**src/rtl/irq_hub_pkg.sv**
```systemverilog
package irq_hub_pkg;
  localparam int REG_W     = 16;
  localparam int BIT_EOC   = 12;
  localparam int BIT_CNV   = 11;
  localparam int BIT_LOSS  = 10;
  localparam int BIT_FRM   = 9;
  localparam int BIT_CRC   = 8;
  localparam int CMP_FIELD = 8;
  localparam int CMP_HALF  = CMP_FIELD / 2;
  typedef logic [REG_W-1:0] irq_vec_t;
endpackage

```
**src/rtl/irq_pulse_timer.sv**
```systemverilog
module irq_pulse_timer #(
  parameter int TICKS = 1000
) (
  input  logic clk,
  input  logic rst_n,
  input  logic trig,
  output logic active
);
  localparam int CW = $clog2(TICKS + 1);
  localparam logic [CW-1:0] LOAD = CW'(TICKS);

  logic [CW-1:0] cnt_q;

  always_ff @(posedge clk or negedge rst_n) begin
    if (!rst_n)            cnt_q <= '0;
    else if (trig)         cnt_q <= LOAD;
    else if (cnt_q != '0)  cnt_q <= cnt_q - 1'b1;
  end

  assign active = (cnt_q != '0);
endmodule

```
**src/rtl/irq_stream_watchdog.sv**
```systemverilog
module irq_stream_watchdog #(
  parameter int STARTUP_TICKS = 10000000,
  parameter int GAP_TICKS     = 5000
) (
  input  logic clk,
  input  logic rst_n,
  input  logic beat,
  output logic armed,
  output logic lost
);
  localparam int SW = $clog2(STARTUP_TICKS + 1);
  localparam int GW = $clog2(GAP_TICKS + 1);
  localparam logic [SW-1:0] SU_END  = SW'(STARTUP_TICKS);
  localparam logic [GW-1:0] GAP_END = GW'(GAP_TICKS);

  logic [SW-1:0] su_q;
  logic [GW-1:0] gap_q;

  always_ff @(posedge clk or negedge rst_n) begin
    if (!rst_n)            su_q <= '0;
    else if (su_q != SU_END) su_q <= su_q + 1'b1;
  end

  always_ff @(posedge clk or negedge rst_n) begin
    if (!rst_n)               gap_q <= '0;
    else if (beat)            gap_q <= '0;
    else if (gap_q != GAP_END) gap_q <= gap_q + 1'b1;
  end

  assign armed = (su_q == SU_END);
  assign lost  = armed && (gap_q == GAP_END);
endmodule

```
**src/rtl/irq_crc_streak.sv**
```systemverilog
module irq_crc_streak #(
  parameter int LIMIT = 6
) (
  input  logic clk,
  input  logic rst_n,
  input  logic good,
  input  logic bad,
  output logic fault
);
  localparam int CW = $clog2(LIMIT + 1);
  localparam logic [CW-1:0] TOP = CW'(LIMIT);

  logic [CW-1:0] run_q;

  always_ff @(posedge clk or negedge rst_n) begin
    if (!rst_n)                  run_q <= '0;
    else if (good)               run_q <= '0;
    else if (bad && run_q != TOP) run_q <= run_q + 1'b1;
  end

  assign fault = (run_q == TOP);
endmodule

```
**src/rtl/irq_status_reg.sv**
```systemverilog
module irq_status_reg
  import irq_hub_pkg::*;
(
  input  logic     clk,
  input  logic     rst_n,
  input  irq_vec_t set_vec,
  input  logic     rd_start,
  input  logic     rd_end,
  output irq_vec_t status,
  output logic     rd_act,
  output irq_vec_t snap
);
  always_ff @(posedge clk or negedge rst_n) begin
    if (!rst_n) begin
      status <= '0;
      rd_act <= 1'b0;
      snap   <= '0;
    end else if (rd_end && rd_act) begin
      // bits present at read open are dropped; anything new survives
      status <= (status & ~snap) | set_vec;
      rd_act <= 1'b0;
    end else begin
      status <= status | set_vec;
      if (rd_start && !rd_act) begin
        rd_act <= 1'b1;
        snap   <= status;
      end
    end
  end
endmodule

```
**src/rtl/irq_status_hub.sv**
```systemverilog
module irq_status_hub
  import irq_hub_pkg::*;
#(
  parameter int NCH          = 4,
  parameter int TICKS_PER_US = 100,
  parameter int EOC_US       = 10,
  parameter int GAP_US       = 50,
  parameter int STARTUP_US   = 100000,
  parameter int CRC_LIMIT    = 6
) (
  input  logic           clk,
  input  logic           rst_n,
  input  logic           eoc_evt,
  input  logic           adc_fault,
  input  logic           link_data_ok,
  input  logic           link_crc_good,
  input  logic           link_crc_bad,
  input  logic           spi_frame_err,
  input  logic [NCH-1:0] cmp_rise,
  input  logic [NCH-1:0] cmp_fall,
  input  logic [15:0]    irq_en,
  input  logic           rd_start,
  input  logic           rd_end,
  output logic [15:0]    status_q,
  output logic           irq_n
);
  localparam int EOC_TICKS     = TICKS_PER_US * EOC_US;
  localparam int GAP_TICKS     = TICKS_PER_US * GAP_US;
  localparam int STARTUP_TICKS = TICKS_PER_US * STARTUP_US;
  localparam irq_vec_t LVL_MASK = ~(irq_vec_t'(1) << BIT_EOC);

  irq_vec_t set_vec, rd_snap;
  logic     rd_act, eoc_on, wd_armed, wd_lost, crc_flt;

  irq_pulse_timer #(.TICKS(EOC_TICKS)) u_eoc (
    .clk(clk), .rst_n(rst_n), .trig(eoc_evt), .active(eoc_on)
  );

  irq_stream_watchdog #(.STARTUP_TICKS(STARTUP_TICKS), .GAP_TICKS(GAP_TICKS)) u_wd (
    .clk(clk), .rst_n(rst_n), .beat(link_data_ok), .armed(wd_armed), .lost(wd_lost)
  );

  irq_crc_streak #(.LIMIT(CRC_LIMIT)) u_crc (
    .clk(clk), .rst_n(rst_n), .good(link_crc_good), .bad(link_crc_bad), .fault(crc_flt)
  );

  always_comb begin
    set_vec           = '0;
    set_vec[BIT_EOC]  = eoc_evt;
    set_vec[BIT_CNV]  = adc_fault;
    set_vec[BIT_LOSS] = wd_lost;
    set_vec[BIT_FRM]  = spi_frame_err;
    set_vec[BIT_CRC]  = crc_flt;
    for (int i = 0; i < NCH; i++) begin
      set_vec[i]            = cmp_rise[i];
      set_vec[CMP_HALF + i] = cmp_fall[i];
    end
  end

  irq_status_reg u_reg (
    .clk(clk), .rst_n(rst_n), .set_vec(set_vec), .rd_start(rd_start),
    .rd_end(rd_end), .status(status_q), .rd_act(rd_act), .snap(rd_snap)
  );

  always_comb begin
    irq_n = ~((|(status_q & irq_en & LVL_MASK)) | (irq_en[BIT_EOC] & eoc_on));
  end
endmodule

```
**config.mk**
```make
export PLATFORM = sky130hd
export DESIGN_NAME = irq_status_hub
export DESIGN_NICKNAME = d
export VERILOG_FILES = /design/src/rtl/irq_hub_pkg.sv /design/src/rtl/irq_pulse_timer.sv /design/src/rtl/irq_stream_watchdog.sv /design/src/rtl/irq_crc_streak.sv /design/src/rtl/irq_status_reg.sv /design/src/rtl/irq_status_hub.sv
export SDC_FILE = /design/constraint.sdc
export NUM_CORES = 1
export LEC_CHECK = 0
export BUFFER_PORTS_ARGS = -buffer_cell sky130_fd_sc_hd__buf_2
export CAP_MARGIN = 40
export CORE_MARGIN = 2
export CORE_UTILIZATION = 40
export DETAILED_ROUTE_END_ITERATION = 6
export GPL_TIMING_DRIVEN = 0
export HOLD_SLACK_MARGIN = 0.05
export SLEW_MARGIN = 20
export SYNTH_ARGS = -nofsm -noshare
export SYNTH_HDL_FRONTEND = slang
export SYNTH_SLANG_ARGS = --single-unit
```
**constraint.sdc**
```tcl
create_clock -name clk -period 4.1 [get_ports clk]
set_input_delay 0.205 -clock clk [delete_from_list [all_inputs] [get_ports clk]]
set_output_delay 0.205 -clock clk [all_outputs]
set_load 0.02 [all_outputs]
```
==> results.md, run 1 <==
* completed — run status
* 0 — final setup vio count
* 337 — Post-Synthesis Cells
* 3 — number of H-tree branching levels
* 0 — number of gates resized after CTS
* 41.0% — initial cell density of the core
* sky130_fd_sc_hd__dfrtp_1 — prevailing post-synth register cell
* 17.5% — share of cells above drive strength 1
* 2 — CTS max path bufs
* 0.0824 ns — worst hold margin
* 855 — count of fill cells added during filler insertion
* 7.10 mm — detailed-route wire length
* 13.4 µm — wire per inst
* 3.89 ns — required time reported for the critical path endpoint
* 1.70 mW — Power, Total
* 0 — Post-CTS Setup Bufs
* sky130_fd_sc_hd__dfrtp_1 (83), sky130_fd_sc_hd__nor2_1 (27), sky130_fd_sc_hd__nand2_1 (26) — most instantiated cells after synthesis
* 5.11 — via/cell ratio
* 375 nW/µm² — power per unit of standard cell area
* 83 — Sinks on Clock Net
* 0.0161 ns — Post-Route Skew
* 0 — Yosys Warn Count
* 49.0% — relative slew slack
* 0.737 — global placer's final weighted congestion
* 2.78 ns — final critical path time including I/O delays and setup
* 55.0% — area share of the largest cell type after synthesis
* 2665 — number of global-route vias before repair
* 10 — worst-path fanout max
* 48 — maximum number of pins on one net before global-route repair
* yes — CTS tree
* 67.8% — final worst-path cycle share
* 0.764 ns — transition time at the pin with the least slew margin
* 0.09 ns — register clock-pin slew on the reported worst setup and hold paths
* 0 — count of flip-flops with a built-in enable after synthesis
* 10200 µm² — DIE AREA
* 0 — Inserted Diodes
* 1.96 nW — static power due to leakage
* 100% — proportion of synthesized flip-flops having asynchronous set or reset
* 0 — total overflow reported by the global router
* 0.36 ns — Clk Latency, worst-skew pair
* 101 µm — Die X-Extent
* sky130_fd_sc_hd__clkbuf_8 — Root Buffer
* 2703 — routed via count
* no — setup repair after global routing missed its margin
* 0 — number of max-slew violations in the final report
* 14 — number of buffers inserted by hold repair at cts
* 0.215 mV — Worst VDD drop
* 47 — number of distinct library cells after synthesis
* 20.3% — layout overhead on the synthesized area
* 4 — 1st-pass router iterations
* in -> reg — worst min-delay path class
* 55.0% — sequential area share after synthesis
* 0 — antenna violations before repair
* register — Critical Path Source Type
* 454 — net count reported at finish
* 11.2 µm² — synthesized area divided by synthesized cell count
* 49.3% — final core utilization
* 12.0 mm — global-route wire length before repair
* 5.02 mm — HPWL after detailed placement
* 0 — Remaining DRCs
* 3770 µm² — synthesized area
* 0 ns — setup TNS
* 0 — final hold violation count
* 83 — number of register bits inferred by synthesis
* 360 MHz — Max Fclk
* 9200 µm² — area of the placeable core
* 101 µm — die outline height
* 50 — # port buffers
* sky130_fd_sc_hd__dfrtp_1 (55%), sky130_fd_sc_hd__mux2_1 (5.1%), sky130_fd_sc_hd__xnor2_1 (4.9%) — cells taking the most area after synthesis
* 51 — IO Pins
* reg -> out — type of the worst setup path
* 35 — cell row count
* 9 — total CTS buffers
* 86 — drt initial violations
* sky130_fd_sc_hd__dfrtp_1 — most common cell in the netlist
* 14.7% — total routing usage reported by global routing
* 2.58 ns — Worst EP arrival
* sky130_fd_sc_hd__dfrtp_1 — leading area contributor after synthesis
* 0 — remaining number of nets flagged by the antenna check after routing
* primary output — CP endpoint kind
* 378 — syn_nets
* 0 — number of maximum-capacitance constraint violations
## state kept, by name, indices dropped and copies added (netlist names)
name,count
u_reg.snap,16
u_reg.status,16
u_eoc.cnt_q,10
u_crc.run_q,3
u_wd.su_q,24
u_wd.gap_q,13
u_reg.rd_act,1
## per-stage QoR
stage | cells | setup WS (ns) | instance area, µm²
2_1_floorplan | 337 | 1.86 | 3770
3_3_place_gp | 498 | 1.67 | 4160
3_5_place_dp | 499 | 1.71 | 4190
4_1_cts | 529 | 1.30 | 4540
5_1_grt | 529 | 1.11 | 4540
6_report | 529 | 1.32 | 4540
## worst max-delay path: stages (launching register included)
cell                       delay (ns)
sky130_fd_sc_hd__dfrtp_1         0.43
sky130_fd_sc_hd__inv_1           0.08
sky130_fd_sc_hd__ha_1            0.16
sky130_fd_sc_hd__nor3b_1         0.64
sky130_fd_sc_hd__nand4b_1        0.18
sky130_fd_sc_hd__clkbuf_1        0.27
sky130_fd_sc_hd__a211oi_1        0.27
sky130_fd_sc_hd__buf_2           0.20
## logic make-up after synthesis
| family | after synthesis | synth area share, % |
|---|---|---|
| adders and majority gates | 7 | 2.32 |
| xor gates and xnor gates | 34 | 7.89 |
| buffers and inverters | 26 | 2.59 |
| muxes | 19 | 5.60 |
| and+or+nand+nor | 125 | 18.4 |
| DFF | 83 | 55.0 |
| AOI/OAI and AO/OA | 43 | 8.12 |
## cell type report
class / instances / area [µm²] / area share [%]
Sequential cell: 83 / 2080 / 45.8
Multi-Input combinational cell: 228 / 1600 / 35.2
Timing Repair Buffer: 65 / 420 / 9.26
Tap cell: 111 / 139 / 3.06
Clock buffer: 9 / 124 / 2.73
Clock inverter: 7 / 81.3 / 1.79
Inverter: 17 / 63.8 / 1.41
Buffer: 9 / 33.8 / 0.744
## worst paths after layout
kind                            cells after the start               end  slack, ns            from
worst max-delay path                                7             irq_n       1.32  u_eoc.cnt_q[0]
worst min-delay path                                2    u_eoc.cnt_q[3]       0.08         eoc_evt
worst max register to register                      7    u_eoc.cnt_q[7]       1.86  u_eoc.cnt_q[0]
worst min register to register                      1  u_reg.status[13]       0.44  u_reg.snap[13]
max in group asynchronous                           3    u_crc.run_q[2]       3.14           rst_n
min in group asynchronous                           2    u_eoc.cnt_q[4]       0.35           rst_n
## routing by layer
metal	global-route usage, %	part of all wire (%)	up-vias
met5	0	0	-
met3	4.14	4.2	6
met2	23.7	46	52
met4	4.16	0.96	0
li1	-	-	1342
met1	19.6	49	1303
## power by group
group / internal, mW / switching (mW) / leakage [nW]
Sequential: 0.871 / 0.0409 / 1.01
Combinational: 0.0875 / 0.0985 / 0.853
Clock: 0.290 / 0.313 / 0.101
Total: 1.25 / 0.452 / 1.96
## placed cells by master, fill, tap and decap left out, drive strengths merged, types with 2 or more instances in the layout
| cell type | count |
|---|---|
| xor2 | 13 |
| nand3 | 15 |
| buf | 51 |
| a21oi | 6 |
| clkbuf | 18 |
| a22o | 2 |
| clkinv | 2 |
| nor4b | 2 |
| mux2 | 17 |
| or3 | 8 |
| o21ai | 4 |
| nor3 | 11 |
| nor4 | 10 |
| xnor2 | 21 |
| a211oi | 3 |
| nand4b | 2 |
| mux2i | 2 |
| ha | 7 |
| a21o | 11 |
| nor2 | 27 |
| nand4 | 6 |
| dfrtp | 83 |
| or4b | 4 |
| nor3b | 2 |
| a211o | 2 |
| nand3b | 3 |
| inv | 20 |
| a22oi | 6 |
| a21boi | 4 |
| nand2 | 26 |
| dlygate4sd3 | 14 |
| nand2b | 3 |
Power figures use the tool's default switching activity.
==> run 2, diff against run 1 <==
==> constraint.sdc (replaced) <==
create_clock -name clk -period 2.74 [get_ports clk]
set_input_delay 0.137 -clock clk [delete_from_list [all_inputs] [get_ports clk]]
set_output_delay 0.137 -clock clk [all_outputs]
set_load 0.02 [all_outputs]
==> results.md, run 2 (same netlist as run 1, synthesis figures left out) <==
* completed — run status
* 51 — IO Pins
* 5.02 mm — HPWL after detailed placement
* u_eoc.cnt_q[0] — critical path startpoint
* 80 — drt initial violations
* 0 — final hold violation count
* 89.3% — final worst-path cycle share
* 0.591 ns — transition time at the pin with the least slew margin
* 0 — final setup vio count
* 4 — 1st-pass router iterations
* 0 — total overflow reported by the global router
* u_wd.su_q — Most flops, register
* 0.131 ns — worst hold margin
* 0 — remaining number of nets flagged by the antenna check after routing
* 0 — Inserted Diodes
* 530 — post-layout instance count excluding filler cells
* 10 — worst-path fanout max
* 5.11 — via/cell ratio
* 560 nW/µm² — power per unit of standard cell area
* 48 — maximum number of pins on one net before global-route repair
* 0.09 ns — register clock-pin slew on the reported worst setup and hold paths
* sky130_fd_sc_hd__dfrtp_1 (83), sky130_fd_sc_hd__buf_2 (49), sky130_fd_sc_hd__nor2_1 (27) — commonest cells after routing, fill and taps aside
* 455 — net count reported at finish
* 83 — Sinks on Clock Net
* 2.31 ns — Worst EP arrival
* 409 MHz — Max Fclk
* 14.7% — total routing usage reported by global routing
* 0.322 mV — Worst VDD drop
* 2 — CTS max path bufs
* 9 — total CTS buffers
* 0 ns — setup TNS
* 0.0161 ns — Post-Route Skew
* 0 — antenna violations before repair
* 2.45 ns — final critical path time including I/O delays and setup
* 0.36 ns — Clk Latency, worst-skew pair
* 0.737 — global placer's final weighted congestion
* 2080 µm² — FF/Latch Area
* link_crc_bad — hold path start
* 24 — number of flip-flops under the largest register name
* register — Critical Path Source Type
* 1.97 nW — static power due to leakage
* 9200 µm² — area of the placeable core
* 60.6% — relative slew slack
* 101 µm — Die X-Extent
* 0.293 ns — Worst Setup Slack, final
* 2709 — routed via count
* 0 — number of maximum-capacitance constraint violations
* 35 — cell row count
* primary output — CP endpoint kind
* 2665 — number of global-route vias before repair
* no — setup repair after global routing missed its margin
* 1600 µm² — area of the multi-input gates
* 13.5 µm — wire per inst
* 50 — # port buffers
* in -> reg — worst min-delay path class
* 3 — number of H-tree branching levels
* 499 — cell count after placement
* u_wd.su_q[8] — FF-to-FF Start
* 101 µm — die outline height
* 17.7% — share of cells above drive strength 1
* 0 — Remaining DRCs
* sky130_fd_sc_hd__dfrtp_1 — most common cell after layout, fill and taps aside
* 0.417 ns — Setup WS pre-CTS
* u_wd.su_q (24), u_reg.snap (16), u_reg.status (16) — biggest regs
* 2.60 ns — required time reported for the critical path endpoint
* 10200 µm² — DIE AREA
* sky130_fd_sc_hd__clkbuf_8 — Root Buffer
* yes — CTS tree
* 20.7% — layout overhead on the synthesized area
* 856 — count of fill cells added during filler insertion
* 0 — Post-CTS Setup Bufs
* 7.14 mm — detailed-route wire length
* 0 — number of max-slew violations in the final report
* reg -> out — type of the worst setup path
* 41.0% — initial cell density of the core
* 12.0 mm — global-route wire length before repair
run 2: changes by cell type in the layout (fill, tap and decap cells not counted), sizes merged:
| cell | before | now |
|---|---|---|
| dlygate4sd3 | 14 | 15 |
run 2: where the power goes:
group          switching [mW]  leakage, nW  internal [mW]
registers              0.0618         1.01           1.30
clock network           0.470        0.101          0.434
logic                   0.148        0.859          0.133
run 2: metrics by stage:
stage               utilization [%]  area, µm²  power (mW)
floorplan                         -       3770        1.53
global placement               45.3       4160        1.64
detailed placement             45.6       4190        1.66
CTS                            49.5       4550        2.59
global route                   49.5       4550        2.69
finish                         49.5       4550        2.55
run 2: worst max-delay path, stage by stage (launching register included):
cell                       delay [ns]
sky130_fd_sc_hd__dfrtp_1         0.43
sky130_fd_sc_hd__inv_1           0.08
sky130_fd_sc_hd__ha_1            0.18
sky130_fd_sc_hd__nor3b_2         0.40
sky130_fd_sc_hd__nand4b_1        0.16
sky130_fd_sc_hd__clkbuf_1        0.26
sky130_fd_sc_hd__a211oi_1        0.27
sky130_fd_sc_hd__buf_2           0.20
run 2: layout make-up:
type / count / share of cell area (%)
Buffer: 9 / 0.742
Clock inverter: 7 / 1.79
Sequential cell: 83 / 45.6
Clock buffer: 9 / 2.72
Timing Repair Buffer: 66 / 9.45
Tap cell: 111 / 3.05
Multi-Input combinational cell: 228 / 35.2
Inverter: 17 / 1.40
run 2: worst paths after layout:
path                               endpoint  slack, ns  cells past startpoint
hold reg to reg            u_reg.status[13]       0.44                      1
setup / recovery                      irq_n       0.29                      7
hold / removal               u_crc.run_q[2]       0.13                      3
min in group asynchronous    u_eoc.cnt_q[4]       0.28                      2
max in group asynchronous    u_crc.run_q[2]       1.85                      3
setup reg to reg               u_wd.su_q[1]       0.71                      4
run 2: routing by layer:
| layer | up-vias | track usage (%) | share of wire, % |
|---|---|---|---|
| met4 | 0 | 4.16 | 0.97 |
| met1 | 1304 | 19.6 | 49 |
| met5 | - | 0 | 0 |
| met3 | 7 | 4.14 | 4.2 |
| li1 | 1344 | - | - |
| met2 | 54 | 23.7 | 46 |
run 2: what timing repair did:
item,CTS,global route
endpoints found under the hold margin,54,0
hold buffers,15,0
resized for setup,0,1
setup endpoints to repair,0,1
==> run 3, diff against run 2 <==
--- a/config.mk
+++ b/config.mk
@@ -11,7 +11,8 @@
 export CORE_UTILIZATION = 40
 export DETAILED_ROUTE_END_ITERATION = 6
 export GPL_TIMING_DRIVEN = 0
-export HOLD_SLACK_MARGIN = 0.05
+export HOLD_SLACK_MARGIN = 0.02
+export PLACE_DENSITY_LB_ADDON = 0.2
 export SLEW_MARGIN = 20
 export SYNTH_ARGS = -nofsm -noshare
 export SYNTH_HDL_FRONTEND = slang
==> results.md, run 3 (same netlist as run 1, synthesis figures left out) <==
* completed — run status
* 50 — # port buffers
* 15.1% — total routing usage reported by global routing
* 0 — number of max-slew violations in the final report
* 41.0% — initial cell density of the core
* 2697 — routed via count
* in -> reg — worst min-delay path class
* 0.780 — global placer's final weighted congestion
* 101 µm — die outline height
* 17.7% — share of cells above drive strength 1
* 3 — number of buffer and inverter instances along the worst setup path
* 0.286 mV — Worst VDD drop
* 455 — net count reported at finish
* 0 — number of maximum-capacitance constraint violations
* inv_1, ha_1, nor3b_2, nand4b_1, clkbuf_1, a211oi_1, buf_2 — list of cells traversed by the critical path
* 83 — Sinks on Clock Net
* 4 — 1st-pass router iterations
* 5.09 — via/cell ratio
* 0.43 ns — CP peak stage delay
* 0 — final hold violation count
* 7.31 mm — detailed-route wire length
* sky130_fd_sc_hd__dfrtp_1 — most common cell after layout, fill and taps aside
* 101 µm — Die X-Extent
* 0 — antenna violations before repair
* 4190 µm² — Placed Area
* 24 — number of flip-flops under the largest register name
* 89.0% — final worst-path cycle share
* 0.0196 ns — Post-Route Skew
* yes — CTS tree
* 410 MHz — Max Fclk
* 2.30 ns — Worst EP arrival
* 1.97 nW — static power due to leakage
* 70 — drt initial violations
* u_wd.su_q — Most flops, register
* 5.06 mm — HPWL after detailed placement
* 0.36 ns — Clk Latency, worst-skew pair
* 57 — maximum number of pins on one net before global-route repair
* 0.08 ns — register clock-pin slew on the reported worst setup and hold paths
* 0 — Remaining DRCs
* 499 — cell count after placement
* 9 — total CTS buffers
* 20.5% — layout overhead on the synthesized area
* 858 — count of fill cells added during filler insertion
* 0 — Inserted Diodes
* sky130_fd_sc_hd__clkbuf_8 — Root Buffer
* 10200 µm² — DIE AREA
* 13.8 µm — wire per inst
* register — Critical Path Source Type
* 2 — CTS max path bufs
* 2729 — number of global-route vias before repair
* 0.399 ns — Setup WS pre-CTS
* 530 — post-layout instance count excluding filler cells
* 0.580 ns — transition time at the pin with the least slew margin
* 7 — depth of the critical timing path with buffers and inverters included
* 0.302 ns — Worst Setup Slack, final
* 3 — number of H-tree branching levels
* sky130_fd_sc_hd__dfrtp_1 (83), sky130_fd_sc_hd__buf_2 (49), sky130_fd_sc_hd__nor2_1 (27) — commonest cells after routing, fill and taps aside
* 9200 µm² — area of the placeable core
* 2.54 mW — Power, Total
* buffers and inverters — gate family responsible for the most delay along the worst path
* 0 — remaining number of nets flagged by the antenna check after routing
* 51 — IO Pins
* 558 nW/µm² — power per unit of standard cell area
* 10 — worst-path fanout max
* 0.135 ns — worst hold margin
* 0 — final setup vio count
* 0 — total overflow reported by the global router
* primary output — CP endpoint kind
* u_wd.su_q (24), u_reg.snap (16), u_reg.status (16) — biggest regs
* reg -> out — type of the worst setup path
* 4 — worst-case reg-to-reg path depth
* 2.60 ns — required time reported for the critical path endpoint
* 35 — cell row count
* 61.3% — relative slew slack
* 0 — Post-CTS Setup Bufs
* no — setup repair after global routing missed its margin
* 49.5% — final core utilization
* 2.44 ns — final critical path time including I/O delays and setup
* 4550 µm² — Layout Cell Area excl Fill
* 12.3 mm — global-route wire length before repair
* 0 ns — setup TNS
* sky130_fd_sc_hd__dfrtp_1 — CP max-delay cell
* 3 — Min-Delay Path Depth
==> run 3: cell count changes in the layout (fill, tap and decap cells not counted) <==
cell and delta:
sky130_fd_sc_hd__clkinv_2 +1, sky130_fd_sc_hd__clkinvlp_4 +1, sky130_fd_sc_hd__inv_6 -2
==> run 3: power breakdown <==
group	leakage (nW)	internal (mW)	switching (mW)
clock network	0.0958	0.426	0.465
registers	1.01	1.30	0.0605
logic	0.859	0.133	0.151
total	1.97	1.86	0.676
==> run 3: layout make-up <==
type	instances	area [µm²]	share of cell area, %
flip-flops and latches	83	2080	45.7
multi-input cells	228	1600	35.3
repair buffers	66	430	9.46
well taps	111	139	3.05
clock buffers	9	124	2.72
clock inverters	7	76.3	1.68
inverters	17	63.8	1.40
plain buffers	9	33.8	0.743
==> run 3: final timing paths <==
kind	start	endpoint	slack, ns
min reg2reg	u_reg.snap[15]	u_reg.status[15]	0.44
max reg2reg	u_wd.su_q[6]	u_wd.su_q[1]	0.72
min in group asynchronous	rst_n	u_eoc.cnt_q[4]	0.23
max in group asynchronous	rst_n	u_wd.su_q[10]	1.90
min	link_crc_bad	u_crc.run_q[2]	0.13
max	u_eoc.cnt_q[0]	irq_n	0.30
==> run 3: repair_timing <==
item | in CTS | in global routing
hold buffers | 15 | 0
resized for setup | 0 | 1
setup endpoints to repair | 0 | 1
endpoints found under the hold margin | 45 | 0
==> run 3: worst min-delay path, stage by stage <==
cell                      delay [ns]
sky130_fd_sc_hd__buf_2          0.11
sky130_fd_sc_hd__a21oi_1        0.14
sky130_fd_sc_hd__nor3_1         0.06
==> run 3: layer usage <==
layer	track usage, %	part of all wire (%)	vias up
li1	-	-	1341
met1	19.3	50	1301
met2	25.0	45	45
met3	2.76	3.1	10
met4	6.76	1.8	0
met5	0	0	-
